### config.mk
export PLATFORM = sky130hd
export DESIGN_NAME = mdio_phy_slave
export DESIGN_NICKNAME = d
export VERILOG_FILES = /design/src/rtl/mdio_pkg.sv /design/src/rtl/mdio_edge_det.sv /design/src/rtl/mdio_regfile.sv /design/src/rtl/mdio_frame_fsm.sv /design/src/rtl/mdio_phy_slave.sv
export SDC_FILE = /design/constraint.sdc
export NUM_CORES = 1
export LEC_CHECK = 0
export ABC_AREA = 1
export CAP_MARGIN = 20
export CELL_PAD_IN_SITES_DETAIL_PLACEMENT = 1
export CELL_PAD_IN_SITES_GLOBAL_PLACEMENT = 1
export CORE_ASPECT_RATIO = 0.5
export CORE_MARGIN = 8
export CORE_UTILIZATION = 53
export DETAILED_ROUTE_END_ITERATION = 7
export DONT_BUFFER_PORTS = 1
export PLACE_DENSITY_LB_ADDON = 0.1
export SLEW_MARGIN = 20
export SYNTH_ARGS = -nofsm -noshare
export SYNTH_HDL_FRONTEND = slang
export SYNTH_SLANG_ARGS = --single-unit
### constraint.sdc
create_clock -name clk -period 4.1 [get_ports clk]
set_clock_uncertainty 0.1 [all_clocks]
set_input_delay 0.205 -clock clk [delete_from_list [all_inputs] [get_ports clk]]
set_output_delay 0.205 -clock clk [all_outputs]
set_load 0.05 [all_outputs]
### src/rtl/mdio_pkg.sv
package mdio_pkg;

  typedef enum logic [2:0] {
    ST_PRE,
    ST_START,
    ST_OP,
    ST_PHY,
    ST_REG,
    ST_TA,
    ST_DATA
  } mdio_state_e;

  localparam logic [1:0] OP_READ = 2'b10;

endpackage

### src/rtl/mdio_edge_det.sv
module mdio_edge_det (
  input  logic clk,
  input  logic rst,
  input  logic mdc_i,
  output logic rise_o,
  output logic fall_o
);

  logic mdc_q;

  always_ff @(posedge clk) begin
    if (rst) mdc_q <= 1'b0;
    else     mdc_q <= mdc_i;
  end

  assign rise_o = mdc_i & ~mdc_q;
  assign fall_o = ~mdc_i & mdc_q;

endmodule

### src/rtl/mdio_regfile.sv
module mdio_regfile #(
  parameter int DATA_W = 16,
  parameter int NREG   = 32,
  localparam int AW    = $clog2(NREG)
) (
  input  logic              clk,
  input  logic              rst,
  input  logic              we,
  input  logic [AW-1:0]     waddr,
  input  logic [DATA_W-1:0] wdata,
  input  logic [AW-1:0]     raddr,
  output logic [DATA_W-1:0] rdata
);

  logic [DATA_W-1:0] mem [NREG];

  always_ff @(posedge clk) begin
    if (rst) begin
      for (int i = 0; i < NREG; i++) mem[i] <= '0;
    end else if (we) begin
      mem[waddr] <= wdata;
    end
  end

  assign rdata = mem[raddr];

endmodule

### src/rtl/mdio_frame_fsm.sv
module mdio_frame_fsm
  import mdio_pkg::*;
#(
  parameter int DATA_W   = 16,
  parameter int ADDR_W   = 5,
  parameter int PRE_BITS = 32,
  localparam int PRE_EDGES  = 2 * PRE_BITS,
  localparam int OP_EDGES   = 4,
  localparam int ADDR_EDGES = 2 * ADDR_W,
  localparam int TA_EDGES   = 4,
  localparam int DATA_EDGES = 2 * DATA_W,
  localparam int CNT_MAX    = (PRE_EDGES > DATA_EDGES) ? PRE_EDGES : DATA_EDGES,
  localparam int CNT_W      = $clog2(CNT_MAX + 2)
) (
  input  logic              clk,
  input  logic              rst,
  input  logic              rise,
  input  logic              fall,
  input  logic              mdio_i,
  input  logic [DATA_W-1:0] rd_word,
  output logic [ADDR_W-1:0] phy_addr,
  output logic [ADDR_W-1:0] reg_addr,
  output logic              wr_en,
  output logic [DATA_W-1:0] wr_data,
  output logic              mdio_o,
  output logic              mdio_oe,
  output logic              start_warn
);

  mdio_state_e       state;
  logic [CNT_W-1:0]  cnt;
  logic [CNT_W-1:0]  cnt_nx;
  logic [1:0]        opc;
  logic [DATA_W-1:0] sh;
  logic              drive;

  // transition counter saturates so a long idle preamble cannot wrap
  assign cnt_nx  = (cnt == {CNT_W{1'b1}}) ? cnt : cnt + 1'b1;
  assign wr_data = sh;

  always_ff @(posedge clk) begin
    if (rst) begin
      state      <= ST_PRE;
      cnt        <= '0;
      opc        <= '0;
      phy_addr   <= '0;
      reg_addr   <= '0;
      sh         <= '0;
      drive      <= 1'b0;
      mdio_o     <= 1'b0;
      mdio_oe    <= 1'b0;
      start_warn <= 1'b0;
      wr_en      <= 1'b0;
    end else begin
      wr_en <= 1'b0;
      if (rise || fall) begin
        cnt <= cnt_nx;
        unique case (state)
          ST_PRE: begin
            if (rise && cnt_nx >= CNT_W'(PRE_EDGES) && !mdio_i) begin
              cnt   <= '0;
              state <= ST_START;
            end
          end
          ST_START: begin
            if (rise) begin
              start_warn <= ~mdio_i;
              cnt        <= '0;
              opc        <= '0;
              state      <= ST_OP;
            end
          end
          ST_OP: begin
            if (rise) begin
              opc <= {opc[0], mdio_i};
              if (cnt_nx == CNT_W'(OP_EDGES)) begin
                cnt   <= '0;
                state <= ST_PHY;
              end
            end
          end
          ST_PHY: begin
            if (rise) begin
              phy_addr <= {phy_addr[ADDR_W-2:0], mdio_i};
              if (cnt_nx == CNT_W'(ADDR_EDGES)) begin
                cnt   <= '0;
                state <= ST_REG;
              end
            end
          end
          ST_REG: begin
            if (rise) begin
              reg_addr <= {reg_addr[ADDR_W-2:0], mdio_i};
              if (cnt_nx == CNT_W'(ADDR_EDGES)) begin
                cnt   <= '0;
                state <= ST_TA;
              end
            end
          end
          ST_TA: begin
            if (rise && cnt_nx == CNT_W'(TA_EDGES)) begin
              cnt   <= '0;
              state <= ST_DATA;
              if (opc == OP_READ) begin
                drive   <= 1'b1;
                mdio_oe <= 1'b1;
                sh      <= rd_word;
                mdio_o  <= rd_word[0];
              end else begin
                sh <= '0;
              end
            end
          end
          ST_DATA: begin
            if (fall && drive) begin
              mdio_o <= sh[0];
              sh     <= sh >> 1;
            end
            if (rise) begin
              if (!drive) sh <= {sh[DATA_W-2:0], mdio_i};
              if (cnt_nx == CNT_W'(DATA_EDGES)) begin
                cnt     <= '0;
                state   <= ST_PRE;
                drive   <= 1'b0;
                mdio_oe <= 1'b0;
                wr_en   <= ~drive;
              end
            end
          end
          default: state <= ST_PRE;
        endcase
      end
    end
  end

endmodule

### src/rtl/mdio_phy_slave.sv
module mdio_phy_slave #(
  parameter int          DATA_W      = 16,
  parameter int          ADDR_W      = 5,
  parameter int          NREG        = 32,
  parameter int          PRE_BITS    = 32,
  parameter int          PHY_ADDR    = 1,
  parameter int          STATUS_REG  = 1,
  parameter logic [15:0] STATUS_WORD = 16'h782C
) (
  input  logic clk,
  input  logic rst,
  input  logic mdc_i,
  input  logic mdio_i,
  output logic mdio_o,
  output logic mdio_oe,
  output logic start_warn
);

  localparam int AW = $clog2(NREG);

  logic              rise, fall;
  logic [ADDR_W-1:0] phy_addr, reg_addr;
  logic              wr_en;
  logic [DATA_W-1:0] wr_data, rf_rdata, rd_word;
  logic              hit;

  mdio_edge_det u_edge (
    .clk    (clk),
    .rst    (rst),
    .mdc_i  (mdc_i),
    .rise_o (rise),
    .fall_o (fall)
  );

  mdio_frame_fsm #(
    .DATA_W   (DATA_W),
    .ADDR_W   (ADDR_W),
    .PRE_BITS (PRE_BITS)
  ) u_fsm (
    .clk        (clk),
    .rst        (rst),
    .rise       (rise),
    .fall       (fall),
    .mdio_i     (mdio_i),
    .rd_word    (rd_word),
    .phy_addr   (phy_addr),
    .reg_addr   (reg_addr),
    .wr_en      (wr_en),
    .wr_data    (wr_data),
    .mdio_o     (mdio_o),
    .mdio_oe    (mdio_oe),
    .start_warn (start_warn)
  );

  assign hit = (phy_addr == ADDR_W'(PHY_ADDR));

  mdio_regfile #(
    .DATA_W (DATA_W),
    .NREG   (NREG)
  ) u_rf (
    .clk   (clk),
    .rst   (rst),
    .we    (wr_en & hit),
    .waddr (reg_addr[AW-1:0]),
    .wdata (wr_data),
    .raddr (reg_addr[AW-1:0]),
    .rdata (rf_rdata)
  );

  always_comb begin
    if (!hit)                                rd_word = '1;
    else if (reg_addr == ADDR_W'(STATUS_REG)) rd_word = DATA_W'(STATUS_WORD);
    else                                     rd_word = rf_rdata;
  end

endmodule

==> flow_summary.json, run 1 <==
{
  "worst_pin_slew_ns": 1.091,
  "p_leak_nw": 9.444,
  "syn_inst": 2730,
  "synth_simple_gate_area_share_pct": 24.10,
  "overflow": 0,
  "finalHoldViolCount": 0,
  "fin_tns_setup_ns": 0,
  "synth_xor_area_share_pct": 0,
  "fin_cells": 3315,
  "synth_edf_count": 512,
  "grt_setup_unrepaired": "no",
  "finalSetupViolations": 0,
  "ys_seq_elements": 560,
  "cp-end-kind": "flop",
  "power_w": 0.01251,
  "synth_compound_gate_area_share_pct": 8.123,
  "drive_gt1_share_pct": 6.939,
  "root_buffer": "clkbuf_16",
  "routed_wl_um": 84450,
  "drt_iter0_drc": 2628,
  "hp-class": "input port to flop",
  "max-vdd-ir-drop_mv": 0.3340,
  "layout_common_cells": "nor2_1 (794), edfxtp_1 (512), nand2_1 (488)",
  "synth-main-ff-cell": "edfxtp_1",
  "first_pass_iters": 7,
  "clock_latency_ns": 0.61,
  "start_kind": "flop",
  "track_usage_pct": 29.55,
  "synth_top_family_by_area": "simple AND/OR/NAND/NOR gates",
  "area_delta_synth_final_pct": 7.862,
  "wl_per_cell_um": 25.48,
  "p_sw_w": 0.003055,
  "dp.cells": 3221,
  "ios": 7,
  "syn-num-nets": 2738,
  "final_area_um2": 27900,
  "cts_buffers": 50,
  "setup_ws_ns": 0.6334,
  "dp_slack_ns": 0.6830,
  "crit_type": "flop to flop",
  "nets": 2635,
  "power.share.clock_pct": 40.2,
  "post_cts_resized": 0,
  "internal_power_w": 0.009456,
  "synth_area_um2": 25860,
  "path_max_fanout": 17,
  "status": "complete, no violations",
  "clk_pin_slew_ns": 0.07,
  "power_density_nw_per_um2": 448.5,
  "clock_path_buffers": 3,
  "avgSynthCellArea_um2": 9.473,
  "postCtsHoldBufs": 3,
  "route.detailed.drc": 0,
  "arrival_ns": 3.59,
  "tritoncts": "built",
  "antenna_found_initial": 1,
  "grt_max_degree": 192,
  "vias_per_cell": 6.155,
  "fillers": 5389,
  "place_hpwl_um": 52610,
  "p_seq_share_pct": 52.3,
  "cap_violations": 0,
  "gp_congestion": 0.8592,
  "antenna_cells": 0,
  "p_sw_share_pct": 24.42,
  "required_ns": 4.23,
  "yosys.cell_types.count": 36,
  "muxShareOfSynthArea_pct": 0,
  "place_area_um2": 26190,
  "initial_utilization_pct": 53.49,
  "async_flop_share_pct": 0,
  "yosys_warnings": 0,
  "period_needed_ns": 3.467,
  "relSlewSlack_pct": 26.73,
  "combPwrFrac_pct": 7.5,
  "synth-adder-area-share_pct": 0.1935,
  "grt_pass1_wl_um": 126100,
  "fin_crit_sh_pct": 84.55,
  "grt_pass1_vias": 20360,
  "clock-sinks": 560,
  "yosysSeqAreaShare_pct": 63.16,
  "ant_nets": 0,
  "die_height_um": 172.2,
  "core_area_um2": 48350,
  "port_buffers": 0,
  "fmax_mhz": 288.5,
  "cts_setup_buffers": 0,
  "drv_slew": 0,
  "vias": 20410,
  "fp.dieW_um": 328.4,
  "mostFrequentLayoutCell": "nor2_1",
  "dieArea_um2": 56550,
  "htreeDepth": 2,
  "rows": 57
}
## cells by family after synthesis
kind of cell | count (synthesis)
and+or+nand+nor | 1535
DFF | 560
AOI/OAI and AO/OA | 363
buffers and inverters | 268
adders and majority gates | 4
## metrics by stage
step	hold WS, ns	utilization [%]
2_1_floorplan	0.1950	-
3_3_place_gp	0.1762	54.16
3_5_place_dp	0.1789	54.16
4_1_cts	0.09463	57.69
5_1_grt	0.1252	57.69
6_report	0.1238	57.69
## sequential cells by signal (all words and copies together), names as in the netlist, named ones only
register,count
u_rf.mem,512
u_fsm.wr_data,16
u_fsm.cnt,7
u_fsm.phy_addr,5
u_fsm.reg_addr,5
u_fsm.state,3
u_fsm.opc,2
u_edge.mdc_q,1
u_fsm.mdio_o,1
u_fsm.mdio_oe,1
u_fsm.start_warn,1
u_fsm.wr_en,1
## power groups by stage
stage               logic [W]  registers [W]  clock network, W
finish               0.000942        0.00654           0.00502
CTS                  0.000922        0.00654           0.00504
detailed placement   0.000908        0.00667                 0
floorplan            0.000587        0.00662                 0
global placement     0.000884        0.00665                 0
global route          0.00102        0.00656           0.00523
## synth_stat cells, types with 4 or more instances
master / n / share of area [%]
inv_2: 4 / 0.058
buf_2: 59 / 1.1
edfxtp_1: 512 / 59
buf_4: 11 / 0.32
nor2_1: 794 / 12
buf_1: 13 / 0.19
a221oi_1: 10 / 0.34
nand2_2: 36 / 0.87
inv_1: 48 / 0.70
ha_1: 4 / 0.19
o221ai_1: 5 / 0.17
nor3_1: 9 / 0.17
o211ai_1: 81 / 2.4
clkinv_1: 11 / 0.16
nand2_1: 488 / 7.1
dfxtp_1: 48 / 3.7
nand3_1: 189 / 3.7
o21ai_1: 9 / 0.17
o21ai_0: 183 / 3.5
a21oi_1: 70 / 1.4
clkbuf_1: 119 / 1.7
## routing by layer
| layer | share of wire, % | vias up | wire length, µm | global-route usage, % |
|---|---|---|---|---|
| met3 | 10 | 146 | 8572 | 7.021 |
| met2 | 43 | 930 | 36490 | 44.80 |
| met4 | 2.5 | 2 | 2119 | 7.370 |
| li1 | - | 9000 | - | - |
| met5 | 0.015 | - | 13 | 0 |
| met1 | 44 | 10330 | 37250 | 42.94 |
## critical path, stage by stage, from the launching register on
cell and delay (ns):
dfxtp_1 0.34, nor4_2 0.32, buf_4 0.23, nand3_2 0.29, nor3_4 0.66, nand2_2 0.42
nand2_1 0.71
## layout make-up
class / instances / area, µm² / area share (%)
flip-flops and latches: 560 / 16340 / 58.59
clock buffers: 61 / 1356 / 4.862
multi-input cells: 1902 / 8383 / 30.05
inverters: 63 / 244.0 / 0.8746
repair buffers: 50 / 432.9 / 1.552
well taps: 649 / 812.0 / 2.911
clock inverters: 30 / 322.8 / 1.157
## path summary, 6_finish.rpt
kind,from,end,slack [ns],cells after the start
setup / recovery,u_fsm.phy_addr[3],u_rf.mem[24][12],0.63,6
hold / removal,rst,u_fsm.wr_data[8],0.12,4
setup reg to reg,u_fsm.phy_addr[3],u_rf.mem[24][12],0.63,6
hold reg to reg,u_fsm.opc[1],u_fsm.opc[1],0.37,2
No activity file was read; power rests on OpenSTA's default activity.
==> run 2, diff against run 1 <==
--- a/config.mk
+++ b/config.mk
@@ -5,7 +5,7 @@
 export SDC_FILE = /design/constraint.sdc
 export NUM_CORES = 1
 export LEC_CHECK = 0
-export ABC_AREA = 1
+export ABC_AREA = 0
 export CAP_MARGIN = 20
 export CELL_PAD_IN_SITES_DETAIL_PLACEMENT = 1
 export CELL_PAD_IN_SITES_GLOBAL_PLACEMENT = 1
==> constraint.sdc (replaced) <==
create_clock -name clk -period 3.25 [get_ports clk]
set_clock_uncertainty 0.1 [all_clocks]
set_input_delay 0.1625 -clock clk [delete_from_list [all_inputs] [get_ports clk]]
set_output_delay 0.1625 -clock clk [all_outputs]
set_load 0.05 [all_outputs]
==> flow_summary.json, run 2 <==
{
  "fmax_mhz": 337.5,
  "synth_top_family_by_area": "simple AND/OR/NAND/NOR gates",
  "max-vdd-ir-drop_mv": 0.3457,
  "relSlewSlack_pct": 26.59,
  "finalSetupViolations": 0,
  "clk_pin_slew_ns": 0.07,
  "routed.top_layer": "met5",
  "routed_wl_um": 78120,
  "largest_reg_flops": 512,
  "syn_inst": 1770,
  "final_util_pct": 59.42,
  "regMostFlops": "u_rf.mem",
  "grt_setup_unrepaired": "no",
  "antenna_found_initial": 5,
  "start_kind": "flop",
  "root_buffer": "clkbuf_16",
  "synth_top_area_share_pct": 59.07,
  "finalHoldViolCount": 0,
  "track_usage_pct": 27.32,
  "synth_edf_count": 512,
  "synth_simple_gate_area_share_pct": 15.85,
  "yosysSeqAreaShare_pct": 62.76,
  "cts_buffers": 49,
  "htreeDepth": 2,
  "drv_slew": 0,
  "place_hpwl_um": 52220,
  "clock-sinks": 560,
  "nets": 1803,
  "p_sw_w": 0.003116,
  "clock_path_buffers": 3,
  "vias_per_cell": 6.453,
  "port_buffers": 0,
  "yosys_warnings": 0,
  "syn-num-nets": 1778,
  "dieArea_um2": 56890,
  "arrival_ns": 3.33,
  "p_seq_share_pct": 57.0,
  "synth_area_um2": 26030,
  "grt_max_degree": 44,
  "fin_tns_setup_ns": 0,
  "p_leak_nw": 9.644,
  "wl_per_cell_um": 31.44,
  "overflow": 0,
  "crit_type": "flop to flop",
  "area_delta_synth_final_pct": 10.71,
  "tritoncts": "built",
  "dp.cells": 2388,
  "grt_pass1_wl_um": 114600,
  "gp_congestion": 0.8884,
  "power_w": 0.01452,
  "ios": 7,
  "power_density_nw_per_um2": 503.9,
  "first_pass_iters": 5,
  "fp.dieW_um": 329.4,
  "status": "complete, no violations",
  "yosysTopAreaCell": "edfxtp_1",
  "core_area_um2": 48500,
  "async_flop_share_pct": 0,
  "synth-main-ff-cell": "edfxtp_1",
  "muxShareOfSynthArea_pct": 14.27,
  "internal_power_w": 0.01140,
  "vias": 16040,
  "route.detailed.drc": 0,
  "path_max_fanout": 7,
  "clock_latency_ns": 0.58,
  "synth_area_leaders": "edfxtp_1 (59%), mux4_2 (14%), and2_1 (12%)",
  "cap_violations": 0,
  "power.share.clock_pct": 39.1,
  "fin_cells": 2485,
  "required_ns": 3.62,
  "fin_crit_sh_pct": 91.18,
  "drt_iter0_drc": 2100,
  "wl_met3_um": 7656,
  "synth_xor_area_share_pct": 0.06730,
  "initial_utilization_pct": 53.67,
  "wl_met2_um": 36450,
  "p_sw_share_pct": 21.46,
  "cp-end-kind": "flop",
  "avgSynthCellArea_um2": 14.71,
  "yosys.cell_types.count": 65,
  "combPwrFrac_pct": 3.8,
  "rows": 57,
  "ys_seq_elements": 560,
  "worst_pin_slew_ns": 1.100,
  "hp-class": "input port to flop",
  "ant_nets": 0,
  "wl_met1_um": 31530,
  "die_height_um": 172.7,
  "drive_gt1_share_pct": 21.19,
  "synth_compound_gate_area_share_pct": 4.023,
  "synth-adder-area-share_pct": 0.1923,
  "yosys-top-cells-count": "and2_1 (512), edfxtp_1 (512), mux4_2 (160)",
  "period_needed_ns": 2.963,
  "grt_pass1_vias": 16610,
  "layout_common_cells": "and2_1 (512), edfxtp_1 (512), mux4_2 (160)",
  "post_cts_resized": 0,
  "antenna_cells": 0
}
## run 2: cell count changes after synthesis, moves of 22 or more
cell / change
inv_1: -38
mux4_2: +160
o22ai_1: +22
buf_2: -43
o21ai_0: -142
o211ai_1: -80
nor2_1: -704
nand2_1: -461
a21oi_1: -46
nand3_1: -176
and2_1: +512
nand2_2: -36
## run 2: power by group through the flow
stage / sequential (W) / combinational [W] / clock [W]
5_1_grt: 0.00830 / 0.000576 / 0.00597
4_1_cts: 0.00828 / 0.000554 / 0.00572
6_report: 0.00828 / 0.000557 / 0.00568
3_5_place_dp: 0.00843 / 0.000532 / 0
3_3_place_gp: 0.00840 / 0.000521 / 0
2_1_floorplan: 0.00837 / 0.000304 / 0
## run 2: metal layers
metal / vias up / track usage [%]
li1: 6588 / -
met1: 8481 / 38.03
met2: 798 / 43.13
met3: 159 / 6.388
met4: 10 / 7.732
met5: - / 0
## run 2: cells by family (layout without fill, tap and decap cells)
group,after synthesis,in the layout
AO/OA/AOI/OAI,153,153
adder cells (fa/ha/maj),4,4
flip-flops,560,560
buffers and inverters,177,243
XOR/XNOR,2,2
AND/OR/NAND/NOR,703,703
multiplexers,171,171
## run 2: final cells by class
class | count | area (µm²)
Sequential cell | 560 | 16340
Timing Repair Buffer | 141 | 1156
Clock buffer | 77 | 1434
Tap cell | 649 | 812.0
Fill cell | 4500 | 19680
Inverter | 10 | 37.54
Multi-Input combinational cell | 1033 | 8955
Clock inverter | 15 | 76.32
## run 2: worst paths after layout
check	startpoint	endpoint	slack (ns)	depth (start not counted)
worst max-delay path	u_fsm.cnt[1]	u_fsm.cnt[3]	0.29	8
worst min register to register	u_fsm.phy_addr[0]	u_fsm.phy_addr[0]	0.45	2
worst max register to register	u_fsm.cnt[1]	u_fsm.cnt[3]	0.29	8
worst min-delay path	mdio_i	u_fsm.wr_data[0]	0.03	4
## run 2: worst max-delay path: stages (launching register included)
cell           delay, ns
dfxtp_1             0.47
ha_1                0.37
o211ai_1            0.22
a2111oi_4           0.54
a22o_1              0.20
a21oi_1             0.06
o21ai_0             0.22
a211oi_1            0.11
dlygate4sd3_1       0.56
## run 2: metrics by stage
stage               setup WS [ns]  cell area, µm²  hold WS (ns)
finish                     0.2867           28820       0.03165
floorplan                -0.03461           26030        0.2029
global route             0.002135           28820       0.05672
CTS                        0.2930           28820       0.01882
global placement           0.4248           27240        0.1406
detailed placement         0.3751           27240        0.1474
## run 2: what timing repair did
action	in CTS	in global routing
hold buffers	5	0
setup buffers	0	0
endpoints found under the hold margin	39	0
setup endpoints to repair	0	0
==> run 3, diff against run 2 <==
--- a/config.mk
+++ b/config.mk
@@ -18,4 +18,5 @@
 export SLEW_MARGIN = 20
 export SYNTH_ARGS = -nofsm -noshare
 export SYNTH_HDL_FRONTEND = slang
+export SYNTH_HIERARCHICAL = 1
 export SYNTH_SLANG_ARGS = --single-unit
==> flow_summary.json, run 3 <==
{
  "status": "complete, no violations",
  "ios": 7,
  "vias_per_cell": 6.178,
  "grt_max_degree": 49,
  "synth_area_um2": 26970,
  "initial_utilization_pct": 53.70,
  "track_usage_pct": 25.92,
  "clk_pin_slew_ns": 0.07,
  "required_ns": 3.40,
  "clock_path_buffers": 3,
  "fmax_mhz": 326.6,
  "holdPathEnd": "u_rf/mem[9][2]",
  "regMostFlops": "u_rf/mem",
  "gp_congestion": 0.8729,
  "met1_usage_pct": 36.77,
  "clock-sinks": 555,
  "largest_reg_flops": 512,
  "grt_pass1_vias": 17630,
  "synth_top_area_share_pct": 57.01,
  "arrival_ns": 3.21,
  "rr_startpoint": "u_fsm/phy_addr[4]",
  "fin_cells": 2817,
  "synth_area_leaders": "edfxtp_1 (57%), and2_1 (11%), mux2i_1 (10%)",
  "cap_violations": 0,
  "power_density_nw_per_um2": 507.7,
  "root_buffer": "clkbuf_16",
  "routed_wl_um": 77870,
  "max-vdd-ir-drop_mv": 0.3764,
  "fin_tns_setup_ns": 0,
  "period_needed_ns": 3.062,
  "final_util_pct": 58.58,
  "layout_common_cells": "edfxtp_1 (512), and2_1 (485), mux2i_1 (269)",
  "port_buffers": 0,
  "start_kind": "flop",
  "finalSetupViolations": 0,
  "yosys_warnings": 6,
  "syn-num-nets": 2135,
  "drive_gt1_share_pct": 12.40,
  "finalHoldViolCount": 0,
  "yosysSeqAreaShare_pct": 60.21,
  "fin_hold_ws_ns": 0.03061,
  "dieArea_um2": 58790,
  "r2r_slack_ns": 0.19,
  "tritoncts": "built",
  "fp.dieW_um": 335,
  "yosys-top-cells-count": "edfxtp_1 (512), and2_1 (486), mux2i_1 (269)",
  "syn_inst": 2130,
  "gr-usage-met2_pct": 41.27,
  "yosysTopAreaCell": "edfxtp_1",
  "clock_latency_ns": 0.60,
  "min_delay_path_depth": 1,
  "cts_buffers": 51,
  "antenna_found_initial": 3,
  "htreeDepth": 2,
  "die_height_um": 175.5,
  "wl_per_cell_um": 27.64,
  "use_met3_pct": 4.542,
  "synth_edf_count": 512,
  "rows": 58,
  "relSlewSlack_pct": 33.55,
  "r2r-end": "u_rf/mem[21][13]",
  "ys_seq_elements": 555,
  "overflow": 0,
  "vias": 17400,
  "min-delay-start": "rst",
  "crit_type": "flop to flop",
  "grt_setup_unrepaired": "no",
  "hp-class": "input port to flop",
  "avgSynthCellArea_um2": 12.66,
  "yosys.cell_types.count": 72,
  "rr_worst_depth": 8,
  "dp.cells": 2713,
  "ant_nets": 0,
  "route.detailed.drc": 0,
  "place_hpwl_um": 47790,
  "fin_crit_sh_pct": 94.21,
  "drv_slew": 0,
  "cp-end-kind": "flop",
  "async_flop_share_pct": 0,
  "post_cts_resized": 0,
  "synth-main-ff-cell": "edfxtp_1",
  "path_max_fanout": 17,
  "drt_iter0_drc": 1666,
  "core_area_um2": 50220,
  "p_leak_nw": 9.763,
  "area_delta_synth_final_pct": 9.089,
  "worst_pin_slew_ns": 0.9947,
  "mostFrequentLayoutCell": "edfxtp_1",
  "nets": 2087,
  "grt_pass1_wl_um": 114300,
  "top_usage_layer": "met2",
  "yosysMostFrequentCell": "edfxtp_1",
  "first_pass_iters": 6
}
[run 3: kinds of logic after synthesis]
group           Yosys count  synth area share [%]
mux                     270                 10.04
xor+xnor                  4                0.1299
flops                   555                 60.21
fa+ha+maj                 1               0.04639
buf+inv                 191                 3.433
simple gates            838                 18.79
compound gates          271                 7.354
[run 3: what timing repair did]
action / 4_1_cts / 5_1_grt
setup buffers: 0 / 0
hold buffers: 6 / 0
hold endpoints to repair: 43 / 0
[run 3: layout make-up]
class	count	area, µm²
tap	690	863.3
sequential	555	16240
multi-input combinational	1384	9827
antenna	6	15.01
inverter	6	22.52
clock buffer	60	1353
fill	4915	20800
clock inverter	32	322.8
timing repair buffer	84	775.7
[run 3: worst max path at each step]
stage	start	end	slack, ns
floorplan	u_fsm/cnt[1]	u_fsm/cnt[5]	0.61
global placement	u_fsm/cnt[1]	u_fsm/cnt[1]	0.36
detailed placement	u_fsm/phy_addr[4]	u_rf/mem[9][10]	0.28
CTS	u_fsm/phy_addr[4]	u_rf/mem[9][11]	0.24
global route	u_fsm/phy_addr[0]	u_rf/mem[9][11]	0.05
finish	u_fsm/phy_addr[4]	u_rf/mem[21][13]	0.19
[run 3: per-layer routing]
metal	share of wire [%]	wire length (µm)	up-vias
li1	-	-	7646
met1	44	34050	9086
met2	46	36040	574
met3	7.8	6040	95
met4	2.2	1724	2
met5	0.0090	7	-
[run 3: worst max-delay path, cell delays in order (launching register included)]
cell      delay [ns]
dfxtp_1         0.31
nand2b_1        0.17
nor4_2          0.19
and2_1          0.25
nand2b_1        0.09
nor2_1          0.09
nand2_1         0.22
nor2_1          0.79
or2_2           0.49
[run 3: stage by stage]
step                      setup WS [ns]  area, µm²  power [W]
final                            0.1883      29420    0.01494
after global routing            0.04589      29400    0.01531
after CTS                        0.2390      29400    0.01501
after detailed placement         0.2760      27650   0.008828
after global placement           0.3611      27650   0.008794
after floorplan                  0.6065      26970   0.008627
[run 3: where the power goes]
group	internal (W)	total, W	switching (W)
logic	0.000141	0.000500	0.000359
clock network	0.00352	0.00624	0.00272
registers	0.00810	0.00820	0.000100
total	0.0118	0.0149	0.00318
